--- src/rtl/spi_rf_pkg.sv ---
package spi_rf_pkg;
  localparam int WORD_W = 32;
  localparam int ADDR_W = 21;
  localparam int LEN_W  = 6;
  localparam int BIT_W  = $clog2(WORD_W);

  typedef struct packed {
    logic              wr;
    logic [LEN_W-1:0]  len;
    logic [ADDR_W-1:0] addr;
    logic [3:0]        unused;
  } cmd_t;
endpackage

--- src/rtl/spi_rf_sync.sv ---
module spi_rf_sync #(
  parameter int         N       = 3,
  parameter logic [N-1:0] RST_VAL = '0
) (
  input  logic         clk,
  input  logic         rst_n,
  input  logic [N-1:0] d,
  output logic [N-1:0] q
);
  for (genvar i = 0; i < N; i++) begin : g_bit
    logic [1:0] st;
    always_ff @(posedge clk or negedge rst_n) begin
      if (!rst_n) st <= {2{RST_VAL[i]}};
      else        st <= {st[0], d[i]};
    end
    assign q[i] = st[1];
  end
endmodule

--- src/rtl/spi_rf_rx.sv ---
module spi_rf_rx
  import spi_rf_pkg::*;
(
  input  logic              clk,
  input  logic              rst_n,
  input  logic              cs_act,
  input  logic              sclk_s,
  input  logic              mosi_s,
  output logic              fall,
  output logic              word_vld,
  output logic [WORD_W-1:0] rx_word
);
  logic              sclk_d;
  logic              rise;
  logic [BIT_W-1:0]  bit_q, bit_n;
  logic [WORD_W-1:0] sr_q, sr_n;
  logic              vld_n;

  assign rise = cs_act & sclk_s & ~sclk_d;
  assign fall = cs_act & ~sclk_s & sclk_d;

  always_comb begin
    bit_n = bit_q;
    sr_n  = sr_q;
    vld_n = 1'b0;
    if (!cs_act) begin
      bit_n = '0;
    end else if (rise) begin
      sr_n  = {sr_q[WORD_W-2:0], mosi_s};
      bit_n = bit_q + 1'b1;
      vld_n = (bit_q == BIT_W'(WORD_W - 1));
    end
  end

  always_ff @(posedge clk or negedge rst_n) begin
    if (!rst_n) begin
      sclk_d   <= 1'b0;
      bit_q    <= '0;
      sr_q     <= '0;
      word_vld <= 1'b0;
    end else begin
      sclk_d   <= sclk_s;
      bit_q    <= bit_n;
      sr_q     <= sr_n;
      word_vld <= vld_n;
    end
  end

  assign rx_word = sr_q;

  // a frame end always leaves the bit counter at a word boundary
  a_r6_abort_clears: assert property (@(posedge clk) disable iff (!rst_n)
    !cs_act |=> bit_q == '0);
  // a word is only reported once all of its bits have been counted
  a_r6_word_aligned: assert property (@(posedge clk) disable iff (!rst_n)
    word_vld |-> bit_q == '0);
endmodule

--- src/rtl/spi_rf_ctrl.sv ---
module spi_rf_ctrl
  import spi_rf_pkg::*;
#(
  parameter int MAX_WORDS = 64
) (
  input  logic              clk,
  input  logic              rst_n,
  input  logic              cs_act,
  input  logic              fall,
  input  logic              word_vld,
  input  logic [WORD_W-1:0] rx_word,
  input  logic [WORD_W-1:0] rf_rdata,
  output logic [ADDR_W-1:0] rf_addr,
  output logic [WORD_W-1:0] rf_wdata,
  output logic              rf_we,
  output logic              rf_re,
  output logic              miso,
  output logic              frame_err
);
  localparam int WCNT_W = $clog2(MAX_WORDS + 1);

  cmd_t              cmd;
  logic              cs_d;
  logic              hdr_q, hdr_n, wr_q, wr_n, err_q, err_n;
  logic              we_q, we_n, re_q, re_n, load_q, load_n;
  logic [LEN_W-1:0]  left_q, left_n;
  logic [ADDR_W-1:0] addr_q, addr_n;
  logic [WCNT_W-1:0] wcnt_q, wcnt_n;
  logic [WORD_W-1:0] wdat_q, wdat_n, tx_q, tx_n, hold_q, hold_n;

  assign cmd = cmd_t'(rx_word);

  always_comb begin
    hdr_n  = hdr_q;  wr_n   = wr_q;   err_n  = err_q;
    left_n = left_q; addr_n = addr_q; wcnt_n = wcnt_q;
    wdat_n = wdat_q; tx_n   = tx_q;   hold_n = hold_q;
    load_n = load_q; we_n   = 1'b0;   re_n   = 1'b0;
    if (!cs_act) begin
      hdr_n  = 1'b0;
      left_n = '0;
      wcnt_n = '0;
      tx_n   = '0;
      hold_n = '0;
      load_n = 1'b0;
    end else begin
      if (!cs_d) err_n = 1'b0;
      if (we_q || re_q) addr_n = addr_q + 1'b1;
      if (re_q) begin
        hold_n = rf_rdata;
        left_n = left_q - 1'b1;
      end
      if (word_vld) begin
        load_n = 1'b1;
        hold_n = '0;
        if (!hdr_q) begin
          hdr_n  = 1'b1;
          wr_n   = cmd.wr;
          addr_n = cmd.addr;
          left_n = cmd.len;
          re_n   = !cmd.wr && (cmd.len != '0);
        end else if (wr_q) begin
          if (wcnt_q < WCNT_W'(MAX_WORDS)) begin
            we_n   = 1'b1;
            wdat_n = rx_word;
            wcnt_n = wcnt_q + 1'b1;
          end else begin
            err_n = 1'b1;
          end
        end else begin
          re_n = (left_q != '0);
        end
      end
      if (fall) begin
        if (load_q) begin
          tx_n   = hold_q;
          load_n = 1'b0;
        end else begin
          tx_n = {tx_q[WORD_W-2:0], 1'b0};
        end
      end
    end
  end

  always_ff @(posedge clk or negedge rst_n) begin
    if (!rst_n) begin
      cs_d <= 1'b0;  hdr_q <= 1'b0; wr_q <= 1'b0; err_q <= 1'b0;
      we_q <= 1'b0;  re_q  <= 1'b0; load_q <= 1'b0;
      left_q <= '0;  addr_q <= '0;  wcnt_q <= '0;
      wdat_q <= '0;  tx_q <= '0;    hold_q <= '0;
    end else begin
      cs_d <= cs_act; hdr_q <= hdr_n; wr_q <= wr_n; err_q <= err_n;
      we_q <= we_n;   re_q  <= re_n;  load_q <= load_n;
      left_q <= left_n; addr_q <= addr_n; wcnt_q <= wcnt_n;
      wdat_q <= wdat_n; tx_q <= tx_n;     hold_q <= hold_n;
    end
  end

  assign rf_addr   = addr_q;
  assign rf_wdata  = wdat_q;
  assign rf_we     = we_q;
  assign rf_re     = re_q;
  assign miso      = tx_q[WORD_W-1];
  assign frame_err = err_q;

  // the two register-file strobes never coincide
  a_r7_strobe_excl: assert property (@(posedge clk) disable iff (!rst_n)
    !(rf_we && rf_re));
  // reads are only issued inside a decoded read frame
  a_r7_read_frame_only: assert property (@(posedge clk) disable iff (!rst_n)
    rf_re |-> hdr_q && !wr_q);
  // every accepted word moves the address on by one
  a_r2_addr_step: assert property (@(posedge clk) disable iff (!rst_n)
    rf_we |=> rf_addr == $past(rf_addr) + 1'b1);
  // the error flag only rises once the word limit is used up
  a_r3_err_at_limit: assert property (@(posedge clk) disable iff (!rst_n)
    $rose(frame_err) |-> wcnt_q == WCNT_W'(MAX_WORDS));
  // no data leaves while chip select is inactive
  a_r5_miso_idle: assert property (@(posedge clk) disable iff (!rst_n)
    !cs_act |=> !miso);
endmodule

--- src/rtl/spi_rf_frame.sv ---
module spi_rf_frame
  import spi_rf_pkg::*;
#(
  parameter int MAX_WORDS = 64
) (
  input  logic              clk,
  input  logic              rst_n,
  input  logic              spi_sclk,
  input  logic              spi_cs_n,
  input  logic              spi_mosi,
  output logic              spi_miso,
  output logic [ADDR_W-1:0] rf_addr,
  output logic [WORD_W-1:0] rf_wdata,
  output logic              rf_we,
  output logic              rf_re,
  input  logic [WORD_W-1:0] rf_rdata,
  output logic              frame_err
);
  logic [1:0]        rst_sync;
  logic              rst_q_n;
  logic [2:0]        pins_s;
  logic              cs_act, fall, word_vld;
  logic [WORD_W-1:0] rx_word;

  always_ff @(posedge clk or negedge rst_n) begin
    if (!rst_n) rst_sync <= 2'b00;
    else        rst_sync <= {rst_sync[0], 1'b1};
  end
  assign rst_q_n = rst_sync[1];

  spi_rf_sync #(.N(3), .RST_VAL(3'b100)) u_sync (
    .clk(clk), .rst_n(rst_q_n),
    .d({spi_cs_n, spi_sclk, spi_mosi}), .q(pins_s)
  );
  assign cs_act = ~pins_s[2];

  spi_rf_rx u_rx (
    .clk(clk), .rst_n(rst_q_n), .cs_act(cs_act), .sclk_s(pins_s[1]),
    .mosi_s(pins_s[0]), .fall(fall), .word_vld(word_vld), .rx_word(rx_word)
  );

  spi_rf_ctrl #(.MAX_WORDS(MAX_WORDS)) u_ctrl (
    .clk(clk), .rst_n(rst_q_n), .cs_act(cs_act), .fall(fall),
    .word_vld(word_vld), .rx_word(rx_word), .rf_rdata(rf_rdata),
    .rf_addr(rf_addr), .rf_wdata(rf_wdata), .rf_we(rf_we), .rf_re(rf_re),
    .miso(spi_miso), .frame_err(frame_err)
  );
endmodule

--- config.mk ---
export PLATFORM = sky130hd
export DESIGN_NAME = spi_rf_frame
export DESIGN_NICKNAME = d
export VERILOG_FILES = /design/src/rtl/spi_rf_pkg.sv /design/src/rtl/spi_rf_sync.sv /design/src/rtl/spi_rf_rx.sv /design/src/rtl/spi_rf_ctrl.sv /design/src/rtl/spi_rf_frame.sv
export SDC_FILE = /design/constraint.sdc
export NUM_CORES = 1
export LEC_CHECK = 0
export ABC_AREA = 0
export CORE_ASPECT_RATIO = 1.1
export CORE_MARGIN = 2
export CORE_UTILIZATION = 55
export DETAILED_ROUTE_END_ITERATION = 8
export GPL_ROUTABILITY_DRIVEN = 1
export PLACE_DENSITY = 0.79
export REMOVE_ABC_BUFFERS = 1
export SLEW_MARGIN = 20
export SYNTH_ARGS = -nofsm -noshare
export SYNTH_HDL_FRONTEND = slang
export SYNTH_SLANG_ARGS = --single-unit
--- constraint.sdc ---
create_clock -name clk -period 10.4 [get_ports clk]
set_input_delay 2.6 -clock clk [delete_from_list [all_inputs] [get_ports clk]]
set_output_delay 2.6 -clock clk [all_outputs]
set_load 0.05 [all_outputs]
# Word-level counts from Yosys, hierarchy flattened
# Index checks and enable logic that the tools add are counted.
# W data, S select, Z words.
# totals
reg_bits	184
in_bits	37
out_inout_bits	57
wordCells	93
# classes
addsub	4
n_lt_le_gt_ge	1
eq_ne	1
muxes	42
bitwise	8
n_reduce_logical	16
# ops
cell	n
$mux W32	6
$mux W21	3
$mux W7	5
$mux W6	4
$mux W1	22
$add A21 B1 Y21 const B	1
$reduce_bool A2 Y1	6
$reduce_bool A6 Y1	2
$mux W5	2
$add A7 B1 Y7 const B	1
$lt A7 B7 Y1 const B	1
$sub A6 B1 Y6 const B	1
$add A5 B1 Y5 const B	1
$eq A5 B5 Y1 const B	1
$reduce_and A5 Y1	1
$and A1 B1 Y1	4
$not A1 Y1	4
$reduce_and A4 Y1	1
$reduce_and A3 Y1	1
$reduce_bool A3 Y1	1
$reduce_and A2 Y1	1
$logic_and A1 B1 Y1	1
$logic_not A1 Y1	1
$logic_or A1 B1 Y1	1

# Longest topological paths before layout
# depth
ltp_word	6
mapped_depth	6

# Modules after synthesis
# Synthesis repeated with hierarchy kept, for this count alone.
# hier_totals
hier_cells	682
hier_area_um2	8090.3
# by_module_without_submodules
module	instances	cells_per_inst	area_per_inst_um2	seq_area_each_um2
spi_rf_ctrl	1	573	6331.1	3428.3
spi_rf_rx	1	96	1526.5	975.9
spi_rf_sync	1	9	175.2	152.6
spi_rf_frame	1	4	57.6	50.0

# Least setup slack after synthesis
# Ideal clock, no wire load.
# synth_path
path_type	register to output
startpoint	register u_ctrl.addr_q[5] (netlist: u_ctrl.rf_addr[5])
endpoint	output port rf_addr[5]
arrival_ps	687
required_time_ps	7800
slack_ps	7113
stages_incl_launch_ff	1
n_path_buf	0
path_cell_list	dfrtp_1
# synth_lines
item	line_no	rtl
start: declaration	spi_rf_ctrl.sv:27	logic [ADDR_W-1:0] addr_q, addr_n;
start signal: assignment	spi_rf_ctrl.sv:93	left_q <= left_n; addr_q <= addr_n; wcnt_q <= wcnt_n;
end: declaration	spi_rf_frame.sv:12	output logic [ADDR_W-1:0] rf_addr,
# No word-level cell between the ends.

# Final worst setup path
# layout_path
startpoint	register u_ctrl.re_q (netlist: u_ctrl.rf_re)
endpoint	output port rf_re
# layout_lines
item	line_no	rtl
start: declaration	spi_rf_ctrl.sv:25	logic we_q, we_n, re_q, re_n, load_q, load_n;
start signal: assignment	spi_rf_ctrl.sv:92	we_q <= we_n; re_q <= re_n; load_q <= load_n;
end: declaration	spi_rf_frame.sv:15	output logic rf_re,
# No word-level cell between the ends.

==> results.toml <==
[place]
placed_cell_area_mm2 = 0.00899
gp_congestion = 0.794
detailedPlacementHpwl_um = 10000
number_of_port_buffers = 93
numPlacedInstances = 916
place_worst_setup_slack_ps = 6000

[clocking]
cts-buffers-inserted = 17
cts.reportedPaths.clkPinSlew_ps = 60
clock_tree.htree_level_count = 4
clkSinkCount = 184
cts_max_path_buffers = 2
ctsResizeCount = 0
hold_buffers = 0
cts_setup_buffers = 0
clockRootBuffer = "clkbuf_16"
cts_tree = "built"
insertion_delay_ps = 420

[critical_path]
timing.reg2reg.worst_path_depth = 3
worst-r2r-setup-slack_ps = 7150
regToRegEndpoint = "u_ctrl.tx_q[19]"
r2r-start = "u_sync.g_bit[2].st[1]"
crit_arrival_ps = 2250
worstPathMaxFanout = 43
setup.worst_path.start_class = "register"
criticalPathCategory = "reg -> out"
required_ps = 7800
endpoint_kind_of_the_worst_setup_timing_path = "output pin"

[final_layout]
summed_area_of_non_filler_cells_in_the_final_layout_mm2 = 0.00956
instances_no_fill = 948
layout_net_count = 790
area_growth_pct = 20.8
count_of_inserted_antenna_diode_cells = 0
drive_above_1_share = 0.161

[global_route]
initial_antenna_violation_count = 0
grt.met2_usage = 0.360
grt-busiest-layer = "met2"
grtUsageMet1 = 0.282
grt_pass1_wl_um = 26500
grt_start_max_net_pins = 87
grtUsageTotal = 0.216
grt_remaining_overflow = 0
first_global_vias = 5322
gr-usage-met3 = 0.0494

[sta]
grt_setup_unrepaired = "no"
setup_viol_count_final = 0
final.setup.tns_ps = 0
final-hold-violation-count = 0
report.final.slew_viol_count = 0
layout_min_cycle_time_ps = 4850
timing.final.crit_share = 0.467
relSlewSlack = 0.291
timing.final.ws_setup_ps = 5550
tightestPinTransition_ps = 1050
max_freq_mhz = 206
worst_case_clock_skew_ps = 8.54

[synth]
synth_area_leaders = "dfrtp_1 58%, mux2_2 9.2%, mux2i_1 8.6%"
distinct_cell_type_count_of_the_synthesized_netlist = 59
synth_sequential_area_ratio = 0.582
post_synth_edffs = 0
cell_type_with_the_highest_aggregate_area_in_the_netlist = "dfrtp_1"
synth-main-ff-cell = "dfrtp_1"
yosysMostFrequentCell = "dfrtp_1"
proportion_of_register_bits_with_asynchronous_set_or_reset_after_synthesis = 1.00
synth_cells = 667
ys_warn_count = 0
synth-seq-cells = 184
syn-cell-area_mm2 = 0.00791
synthTopCellsByCount = "182 x dfrtp_1, 69 x nor2_1, 68 x mux2i_1"
yosys.area.top_type_share = 0.575
mean_cell_area_of_the_mapped_netlist_um2 = 11.9

[power]
power.clock.fraction = 0.427
intPower_mw = 1.10
pwr-share-comb = 0.040
total_leakage_power_nw = 4.16
seq_power_share = 0.533
vdd_ir_drop_max_mv = 0.104
p_per_area_mw_per_mm2 = 148
switching_share = 0.221
total_switching_power_uw = 312
post-layout-total-power_mw = 1.41

[routing]
avgRoutedWirePerCell_um = 16.8
ant_nets = 0
firstDrtPassIters = 5
via_per_inst = 5.78
first_iter_violations = 482
drt_drc_violations_left = 0
route.vias.total = 5476
drt_wl_total_um = 15900

[die]
dieArea_mm2 = 0.0154
die_height_um = 130
io_pins = 94
fp.dieW_um = 118
initial_utilization = 0.569
rows = 45
coreArea_mm2 = 0.0139

[worst_hold_path]
hold_class = "reg -> async"

[run]
timing.max_cap.violations = 0

[status]
run_status = "complete, no violations"
## power groups by stage
stage / logic [mW] / clock network, mW / registers [mW]
floorplan: 0.0239 / 0 / 0.768
global placement: 0.0549 / 0 / 0.765
detailed placement: 0.0563 / 0 / 0.766
CTS: 0.0571 / 0.612 / 0.753
global route: 0.0620 / 0.645 / 0.756
finish: 0.0559 / 0.603 / 0.753
## how the worst max path moves through the flow
| stage | start | end | slack (ps) | cells past startpoint |
|---|---|---|---|---|
| floorplan | rst_sync[1] | u_ctrl.cs_d | 4900 | 0 |
| global placement | u_ctrl.rf_re | rf_re | 6010 | 2 |
| detailed placement | u_ctrl.rf_re | rf_re | 6000 | 2 |
| CTS | u_ctrl.rf_re | rf_re | 5540 | 2 |
| global route | u_ctrl.rf_re | rf_re | 5480 | 2 |
| finish | u_ctrl.rf_re | rf_re | 5550 | 2 |
## through the flow
stage	hold WS, ps	util
final	243	0.688
after global routing	290	0.688
after CTS	253	0.687
after detailed placement	247	0.647
after global placement	244	0.647
after floorplan	331	-
## critical path, cell delays in order, from the launching register on
cell and delay, ps:
dfrtp_2 340, buf_4 530, clkdlybuf4s50_1 930
## cell families (layout without fill, tap and decap cells)
logic type               count (synthesis)  count (layout)  share of synthesized area
other                                    1               1                   0.000474
adder cells (fa/ha/maj)                  6               6                    0.00949
flip-flops                             184             184                      0.582
buffers and inverters                   46             139                     0.0243
AO/OA/AOI/OAI                          110             110                     0.0911
AND/OR/NAND/NOR                        176             176                      0.102
multiplexers                           133             133                      0.178
XOR/XNOR                                11              11                     0.0122
## per-layer routing
layer | up-vias | part of all wire
li1 | 2546 | -
met5 | - | 0
met2 | 151 | 0.50
met4 | 0 | 0.017
met3 | 25 | 0.043
met1 | 2754 | 0.44
## cell usage in the layout (no fill, tap or decap), drive strengths merged, types with 3 or more instances in the layout
master | netlist | layout
a211oi | 7 | 7
clkdlybuf4s50 | 0 | 93
ha | 6 | 6
o22ai | 4 | 4
dfrtp | 182 | 182
o22a | 7 | 7
nand2 | 54 | 54
and4 | 3 | 3
and3 | 9 | 9
mux2i | 68 | 68
nand3 | 10 | 10
a31oi | 4 | 4
mux2 | 65 | 65
buf | 21 | 7
nand4 | 5 | 5
nor3 | 9 | 9
xor2 | 7 | 7
a311oi | 4 | 4
o21ai | 44 | 44
clkinv | 0 | 5
a21oi | 14 | 14
o211ai | 3 | 3
clkbuf | 18 | 23
inv | 7 | 9
o31a | 3 | 3
xnor2 | 4 | 4
nor2 | 70 | 70
## final cells by class
class / count / area (um2)
Sequential cell: 184 / 4610
Fill cell: 1029 / 4350
Multi-Input combinational cell: 437 / 3140
Timing Repair Buffer: 100 / 987
Clock buffer: 23 / 498
Tap cell: 188 / 235
Clock inverter: 9 / 65.1
Inverter: 7 / 26.3
## flip-flops by register name, indices dropped and copies added (netlist names)
name	count
u_ctrl.hold_q	32
u_ctrl.rf_wdata	32
u_ctrl.tx_q	32
u_rx.rx_word	32
u_ctrl.rf_addr	21
u_ctrl.wcnt_q	7
u_ctrl.left_q	6
u_sync.g_bit.st	6
u_rx.bit_q	5
rst_sync	2
u_ctrl.cs_d	1
u_ctrl.frame_err	1
u_ctrl.hdr_q	1
u_ctrl.load_q	1
u_ctrl.rf_re	1
u_ctrl.rf_we	1
u_ctrl.wr_q	1
u_rx.sclk_d	1
u_rx.word_vld	1
Note: power is estimated with default switching activity, not from simulation.
